--- src/rtl/oc_eac_pkg.sv ---
package oc_eac_pkg;
  typedef enum logic {
    OP_ADD = 1'b0,
    OP_SUB = 1'b1
  } oc_op_e;
endpackage

--- src/rtl/oc_operand_cond.sv ---
module oc_operand_cond
  import oc_eac_pkg::*;
#(
  parameter int unsigned WIDTH = 8
) (
  input  logic [WIDTH-1:0] b_i,
  input  logic             sub_i,
  output logic [WIDTH-1:0] b_eff_o
);
  oc_op_e op;
  assign op = oc_op_e'(sub_i);

  always_comb begin
    unique case (op)
      OP_SUB:  b_eff_o = ~b_i;
      default: b_eff_o = b_i;
    endcase
  end
endmodule

--- src/rtl/oc_ripple_add.sv ---
module oc_ripple_add #(
  parameter int unsigned WIDTH = 8
) (
  input  logic [WIDTH-1:0] a_i,
  input  logic [WIDTH-1:0] b_i,
  input  logic             cin_i,
  output logic [WIDTH-1:0] sum_o,
  output logic             cout_o
);
  logic [WIDTH:0] c;
  assign c[0] = cin_i;

  for (genvar g = 0; g < WIDTH; g++) begin : g_fa
    assign sum_o[g] = a_i[g] ^ b_i[g] ^ c[g];
    assign c[g+1]   = (a_i[g] & b_i[g]) | (c[g] & (a_i[g] ^ b_i[g]));
  end

  assign cout_o = c[WIDTH];
endmodule

--- src/rtl/oc_eac_stage.sv ---
module oc_eac_stage #(
  parameter int unsigned WIDTH = 8
) (
  input  logic [WIDTH-1:0] a_i,
  input  logic [WIDTH-1:0] b_i,
  output logic [WIDTH-1:0] sum_o,
  output logic             ovf_o,
  output logic             wrap_cout_o
);
  localparam int unsigned MSB = WIDTH - 1;

  logic [WIDTH-1:0] raw_sum;
  logic             raw_cout;

  // first pass: plain add, no carry in
  oc_ripple_add #(.WIDTH(WIDTH)) i_pass0 (
    .a_i   (a_i),
    .b_i   (b_i),
    .cin_i (1'b0),
    .sum_o (raw_sum),
    .cout_o(raw_cout)
  );

  // second pass: carry out of the sign bit re-enters at the LSB, once
  oc_ripple_add #(.WIDTH(WIDTH)) i_pass1 (
    .a_i   (raw_sum),
    .b_i   ({WIDTH{1'b0}}),
    .cin_i (raw_cout),
    .sum_o (sum_o),
    .cout_o(wrap_cout_o)
  );

  assign ovf_o = (a_i[MSB] == b_i[MSB]) && (sum_o[MSB] != a_i[MSB]);
endmodule

--- src/rtl/oc_eac_adder.sv ---
module oc_eac_adder
  import oc_eac_pkg::*;
#(
  parameter int unsigned WIDTH     = 8,
  parameter bit          NORM_ZERO = 1'b0,
  parameter bit          REG_OUT   = 1'b1
) (
  input  logic             clk_i,
  input  logic             rst_ni,
  input  logic [WIDTH-1:0] a_i,
  input  logic [WIDTH-1:0] b_i,
  input  logic             sub_i,
  output logic [WIDTH-1:0] sum_o,
  output logic             ovf_o,
  output logic             neg_zero_o
);
  localparam logic [WIDTH-1:0] ONES = {WIDTH{1'b1}};
  localparam logic [WIDTH-1:0] ZERO = {WIDTH{1'b0}};

  logic [WIDTH-1:0] b_eff;
  logic [WIDTH-1:0] eac_sum;
  logic             eac_ovf;
  logic             eac_wrap;
  logic             nz;
  logic [WIDTH-1:0] res;

  oc_operand_cond #(.WIDTH(WIDTH)) i_cond (
    .b_i    (b_i),
    .sub_i  (sub_i),
    .b_eff_o(b_eff)
  );

  oc_eac_stage #(.WIDTH(WIDTH)) i_stage (
    .a_i        (a_i),
    .b_i        (b_eff),
    .sum_o      (eac_sum),
    .ovf_o      (eac_ovf),
    .wrap_cout_o(eac_wrap)
  );

  assign nz = (eac_sum == ONES);

  if (NORM_ZERO) begin : g_norm
    assign res = nz ? ZERO : eac_sum;
  end else begin : g_keep
    assign res = eac_sum;
  end

  if (REG_OUT) begin : g_reg
    always_ff @(posedge clk_i or negedge rst_ni) begin
      if (!rst_ni) begin
        sum_o      <= ZERO;
        ovf_o      <= 1'b0;
        neg_zero_o <= 1'b0;
      end else begin
        sum_o      <= res;
        ovf_o      <= eac_ovf;
        neg_zero_o <= nz;
      end
    end


    mixed_sign_no_ovf_chk: assert property (@(posedge clk_i) disable iff (!rst_ni)
      (a_i[WIDTH-1] != (b_i[WIDTH-1] ^ sub_i)) |=> !ovf_o);

    pos_zero_chk: assert property (@(posedge clk_i) disable iff (!rst_ni)
      (a_i == ZERO && (b_i ^ {WIDTH{sub_i}}) == ZERO) |=> (sum_o == ZERO && !neg_zero_o));

    add_plus_zero_chk: assert property (@(posedge clk_i) disable iff (!rst_ni)
      (!sub_i && b_i == ZERO && a_i != ONES) |=> (sum_o == $past(a_i)));

    nz_out_chk: assert property (@(posedge clk_i) disable iff (!rst_ni)
      neg_zero_o |-> (sum_o == (NORM_ZERO ? ZERO : ONES)));
  end else begin : g_comb
    assign sum_o      = res;
    assign ovf_o      = eac_ovf;
    assign neg_zero_o = nz;


    mixed_sign_no_ovf_chk: assert property (@(posedge clk_i) disable iff (!rst_ni)
      (a_i[WIDTH-1] != (b_i[WIDTH-1] ^ sub_i)) |-> !ovf_o);

    pos_zero_chk: assert property (@(posedge clk_i) disable iff (!rst_ni)
      (a_i == ZERO && (b_i ^ {WIDTH{sub_i}}) == ZERO) |-> (sum_o == ZERO && !neg_zero_o));

    add_plus_zero_chk: assert property (@(posedge clk_i) disable iff (!rst_ni)
      (!sub_i && b_i == ZERO && a_i != ONES) |-> (sum_o == a_i));

    nz_out_chk: assert property (@(posedge clk_i) disable iff (!rst_ni)
      neg_zero_o |-> (sum_o == (NORM_ZERO ? ZERO : ONES)));
  end


  single_wrap_chk: assert property (@(posedge clk_i) disable iff (!rst_ni)
    !eac_wrap);
endmodule

--- config.mk ---
export PLATFORM = sky130hd
export DESIGN_NAME = oc_eac_adder
export DESIGN_NICKNAME = d
export VERILOG_FILES = /design/src/rtl/oc_eac_pkg.sv /design/src/rtl/oc_operand_cond.sv /design/src/rtl/oc_ripple_add.sv /design/src/rtl/oc_eac_stage.sv /design/src/rtl/oc_eac_adder.sv
export SDC_FILE = /design/constraint.sdc
export NUM_CORES = 1
export LEC_CHECK = 0
export CAP_MARGIN = 10
export CORE_MARGIN = 2
export CORE_UTILIZATION = 37
export CTS_BUF_LIST = sky130_fd_sc_hd__clkbuf_16
export CTS_CLUSTER_SIZE = 28
export DETAILED_ROUTE_END_ITERATION = 10
export PLACE_DENSITY = 0.82
export RECOVER_POWER = 25
export SLEW_MARGIN = 20
export SYNTH_ARGS = -nofsm -noshare
export SYNTH_HDL_FRONTEND = slang
export SYNTH_SLANG_ARGS = --single-unit
--- constraint.sdc ---
create_clock -name clk_i -period 0.8 [get_ports clk_i]
set_input_delay 0.12 -clock clk_i [delete_from_list [all_inputs] [get_ports clk_i]]
set_output_delay 0.12 -clock clk_i [all_outputs]
set_load 0.02 [all_outputs]
==> flow_summary.ini, run 1 <==
[worst_setup_path]
crit_arrival_ps = 4140
critPathRequiredTime_ps = 910
cp-start-kind = primary input
path_class = in -> reg
worstPathMaxFanout = 2
worstSetupEndpointType = flip-flop

[sta]
whs_ps = 303
finalHoldViolations = 0
tightest_slew_ps = 497
setup_viol = 20
setup_ws_ps = -3220
rsz0062_at_grt = yes
max_freq_mhz = 248
min_period_ps = 4020
finalCritPeriodShare = 5.03
maxSlewHeadroom = 0.669
slew_viol_final = 0

[global_routing]
grt_pass1_vias = 485
grt_pass1_wl_um = 1950
overflow = 0
gr-usage-all-layers = 0.134
grt_start_max_net_pins = 11
antenna_found_initial = 0

[yosys]
synth_cells = 50
yosys-top-cells-area = dfrtp_1 37%, fa_1 21%, ha_1 17%, xor2_1 7.8%, inv_1 4.5%
synth-main-ff-cell = dfrtp_1
ys_types = 14
ys_ff_latch = 10
synth_edf_count = 0
yosys.area.top_type_share = 0.371
synth-async-reset-ratio = 1.00
synth.avg_cell_area_um2 = 13.5
netlist_area_um2 = 674
synth_top_area_cell = dfrtp_1
synthTopCellsByCount = 10 x dfrtp_1, 9 x ha_1, 8 x inv_1
synth_nets = 85
ys_seq_area_frac = 0.371
post-synth-top-count-cell = dfrtp_1
synth_warnings = 0

[cts]
cts.path.max_buffers = 2
clock-sinks = 10
cts_max_level = 1
path_clk_slew_ps = 40
postCtsHoldBufs = 0
cts_tree = yes
clockRootBuffer = clkbuf_16
cts_buffers = 3

[status]
outcome = finished with violations
failed_checks = negative setup slack

[power_and_ir_drop]
power_frac_seq = 0.243
p_comb_frac = 0.474
swShare = 0.297
peakVddDrop_uv = 1250
clock_power_share = 0.282
power_leakage_nw = 0.555
cellPowerDensity_nw_per_um2 = 2390
p_sw_mw = 0.900
p_int_mw = 2.13

[drt]
wl_per_cell_um = 10.3
drc = 0
ant_nets = 0
vias = 477
wl_um = 1160
drt_first_pass_iters = 3
routed_via_density = 4.26
drtIter0Drc = 1

[min_path]
hold_path.class = in -> async

[job]
maxCapViolCount = 0

[placed_design]
place_area_um2 = 1120
place_ws_ps = -3940
dp_hpwl_um = 937
port_buffers = 28
place.gp.congestion = 0.693
place_inst = 106

[layout]
area.growth.synth_to_final_pct = 87.4
fin_cells = 112
nets = 123
drive_gt1_frac = 0.483
diodes = 0
multi_input_area_um2 = 524
stdcell_area_um2 = 1260
ff_latch_area_um2 = 250
nFillCells = 126

[floorplan]
dieArea_um2 = 2180
coreArea_um2 = 1730
die_y_um = 46.7
io-pin-count = 29
die_w_um = 46.7
num_rows = 15
start_util = 0.391
how the worst max path moves through the flow:
stage | startpoint | endpoint | slack (ps) | cells after the start
after floorplan | sub_i | ovf_o | -3410 | 21
after global placement | sub_i | ovf_o | -3870 | 21
after detailed placement | sub_i | ovf_o | -3940 | 21
after CTS | b_i[0] | ovf_o | -3560 | 21
after global routing | a_i[0] | ovf_o | -3350 | 20
final | a_i[0] | ovf_o | -3220 | 20
cell families (layout without fill, tap and decap cells):
group | count (synthesis) | after routing | synth area share
XOR/XNOR | 9 | 9 | 0.128
buffers and inverters | 9 | 46 | 0.0557
multiplexers | 1 | 1 | 0.0223
AND/OR/NAND/NOR | 5 | 5 | 0.0483
flip-flops | 10 | 10 | 0.371
adder cells (fa/ha/maj) | 16 | 16 | 0.375
sequential cells by signal (all words and copies together) (netlist names):
name / cells
ovf_o: 1
sum_o: 8
neg_zero_o: 1
power by group through the flow:
stage / Combinational (mW) / Clock, mW / Sequential [mW]
2_1_floorplan: 0.510 / 0 / 0.917
3_3_place_gp: 1.25 / 0 / 0.701
3_5_place_dp: 1.26 / 0 / 0.706
4_1_cts: 1.39 / 0.869 / 0.735
5_1_grt: 1.58 / 0.891 / 0.748
6_report: 1.44 / 0.854 / 0.736
timing repair:
action | 4_1_cts | 5_1_grt
pin swaps | 17 | 11
buffers inserted | 1 | 1
gates resized for setup | 74 | 7
setup endpoints to repair | 20 | 20
metal layers:
layer	GRT usage	up-vias	share of wire
met5	0	-	0
met4	0.0833	0	0.027
met3	0.0235	5	0.051
met2	0.250	23	0.54
met1	0.134	224	0.38
li1	-	225	-
per-stage QoR:
| step | power, mW | setup TNS, ps | util |
|---|---|---|---|
| 2_1_floorplan | 1.43 | -27620 | - |
| 3_3_place_gp | 1.95 | -34300 | 0.646 |
| 3_5_place_dp | 1.97 | -34730 | 0.646 |
| 4_1_cts | 3.00 | -29500 | 0.714 |
| 5_1_grt | 3.22 | -27490 | 0.732 |
| 6_report | 3.03 | -26280 | 0.732 |
cells in the final DEF, fill, tap and decap left out, types with 2 or more instances in the layout:
cell and instances:
xor2_2 2, dfrtp_1 10, inv_1 6, fa_2 7
xnor2_1 2, inv_2 2, clkdlybuf4s50_1 13, clkbuf_16 3
ha_4 7, buf_6 15, xor2_1 4, buf_4 2
worst max-delay path, cell delays in order:
cell           delay, ps
dlygate4sd2_1        230
ha_2                 180
fa_2                 330
fa_2                 340
fa_2                 350
fa_2                 340
inv_2                 60
fa_2                 190
fa_2                 200
fa_2                 200
inv_2                 50
ha_4                 150
ha_4                 150
ha_4                 150
ha_4                 150
ha_4                 150
ha_4                 150
ha_4                 170
xnor2_4              160
mux2_4               310
layout make-up:
cell class / instances / share of cell area
timing repair buffer: 34 / 0.276
tap: 25 / 0.0248
sequential: 10 / 0.198
clock buffer: 3 / 0.0594
inverter: 8 / 0.0238
multi-input combinational: 31 / 0.415
clock inverter: 1 / 0.00297
(Power assumes the default switching activity.)
==> run 2, diff against run 1 <==
- SETUP_SLACK_MARGIN: not set -> 0.05
==> results of run 2 <==
No change in the layout: final DEF, timing and power equal those of run 1.
==> run 3, diff against run 2 <==
- ABC_CLOCK_PERIOD_IN_PS: not set -> 800
- CORE_UTILIZATION: 37 -> 38
- PLACE_DENSITY: 0.82 -> 0.81
- SYNTH_HIERARCHICAL: not set -> 1
==> run 3 against run 2 <==
Critical path depth up 8. Global-route usage up 1.7 points. Non-clock buffer count down 1. Final area up 1.4%. Power up 21%. The run still ends with negative setup slack left. Area after synthesis up 14%. Via count up 13%. Highest routed layer unchanged.
==> flow_summary.ini, run 3 <==
[cts]
clock-sinks = 10
clockRootBuffer = clkbuf_16
path_clk_slew_ps = 40
cts_max_level = 1
cts_tree = yes
cts_buffers = 3
cts.path.max_buffers = 2

[yosys]
netlist_area_um2 = 766
synth_cells = 61
synth_warnings = 6
synth.avg_cell_area_um2 = 12.6

[sta]
setup_viol = 20
rsz0062_at_grt = yes
slew_viol_final = 0
finalCritPeriodShare = 7.64
finalHoldViolations = 0
setup_ws_ps = -5320
max_freq_mhz = 164
min_period_ps = 6120
whs_ps = 255

[power_and_ir_drop]
finalPower_mw = 3.67
clock_power_share = 0.236
power_frac_seq = 0.229
swShare = 0.342
p_sw_mw = 1.25
p_comb_frac = 0.535
cellPowerDensity_nw_per_um2 = 2860
peakVddDrop_uv = 1580
power_leakage_nw = 0.580
p_int_mw = 2.41

[global_routing]
grt_start_max_net_pins = 11
gr-usage-all-layers = 0.150
antenna_found_initial = 0
grt_pass1_vias = 632
overflow = 0
grt_pass1_wl_um = 2600

[layout]
final_cell_mix = 15 x fa_2, 14 x clkdlybuf4s50_1, 13 x buf_6
multi_input_area_um2 = 510
stdcell_area_um2 = 1280
fin_cells = 132
diodes = 0
layout_commonest_cell = fa_2
nets = 141
area.growth.synth_to_final_pct = 67.3
drive_gt1_frac = 0.448
largest_register_ffs = 8
largest-register = sum_o
nFillCells = 158
ff_latch_area_um2 = 250
biggestRegsByFlops = sum_o x8, neg_zero_o x1, ovf_o x1

[worst_setup_path]
cp-start-kind = primary input
max_stage_delay_ps = 390
worstSetupEndpointType = flip-flop
cpMostUsedCell = fa_2
critPathRequiredTime_ps = 950
path_class = in -> reg
cp_slowest_cell = fa_2
worstPathMaxFanout = 3
crit_arrival_ps = 6270

[drt]
drc = 0
ant_nets = 0
drt_first_pass_iters = 1
wl_um = 1430
drtIter0Drc = 0
vias = 538
wl_per_cell_um = 10.9
routed_via_density = 4.08

[min_path]
hold_path.class = in -> async

[placed_design]
port_buffers = 28
place_area_um2 = 1150
dp_hpwl_um = 1180
place_ws_ps = -6350
place.gp.congestion = 0.696
place_inst = 126

[floorplan]
io-pin-count = 29
start_util = 0.398
die_y_um = 48.9
dieArea_um2 = 2390
die_w_um = 48.9
coreArea_um2 = 1920
num_rows = 16

[status]
outcome = finished with violations
failed_checks = negative setup slack

[job]
maxCapViolCount = 0
## run 3: cell types whose count changed in the layout (fill, tap and decap cells not counted), sizes merged, moves of 3 or more
cell   change
conb       +9
fa         +9
inv       +11
ha         -9
xnor2      -3
## run 3: path summary, 6_finish.rpt
check                      slack [ps]  cells past startpoint  startpoint    endpoint
setup / recovery                -5320                     28      b_i[0]  neg_zero_o
hold / removal                    260                      1      rst_ni    sum_o[3]
max in group asynchronous         260                      1      rst_ni    sum_o[7]
min in group clk_i                480                      5       sub_i       ovf_o
## run 3: worst max-delay path, delay by kind of cell
family	cells	cell delay, ps
buf+inv	9	570
simple gates	2	240
xor+xnor	1	170
fa+ha+maj	16	5160
## run 3: stage by stage
| stage | setup TNS [ps] | util |
|---|---|---|
| 2_1_floorplan | -24630 | - |
| 3_3_place_gp | -52270 | 0.600 |
| 3_5_place_dp | -53440 | 0.600 |
| 4_1_cts | -42630 | 0.663 |
| 5_1_grt | -43390 | 0.667 |
| 6_report | -41700 | 0.667 |
## run 3: cell type report
class,instances,area share
clock inverter,1,0.00293
multi-input combinational,39,0.398
timing repair buffer,33,0.263
inverter,19,0.0557
sequential,10,0.195
tap,27,0.0264
clock buffer,3,0.0586
## run 3: power by group through the flow
stage | Clock, mW | Combinational, mW | Sequential, mW
3_3_place_gp | 0 | 1.63 | 0.781
2_1_floorplan | 0 | 0.689 | 1.09
5_1_grt | 0.900 | 2.14 | 0.873
6_report | 0.865 | 1.96 | 0.841
3_5_place_dp | 0 | 1.73 | 0.801
4_1_cts | 0.873 | 1.94 | 0.845
## run 3: what timing repair did
| item | 4_1_cts | 5_1_grt |
|---|---|---|
| hold buffers | 0 | 0 |
| pin swaps | 19 | 3 |
| endpoints found under the setup margin | 20 | 20 |
| buffers inserted | 2 | 0 |
| resized for setup | 83 | 2 |
## run 3: layer usage
layer / global-route usage / routed length (um) / vias up
li1: - / - / 246
met1: 0.123 / 445 / 265
met2: 0.306 / 890 / 23
met3: 0.0460 / 79 / 4
met4: 0.0810 / 17 / 0
met5: 0 / 0 / -
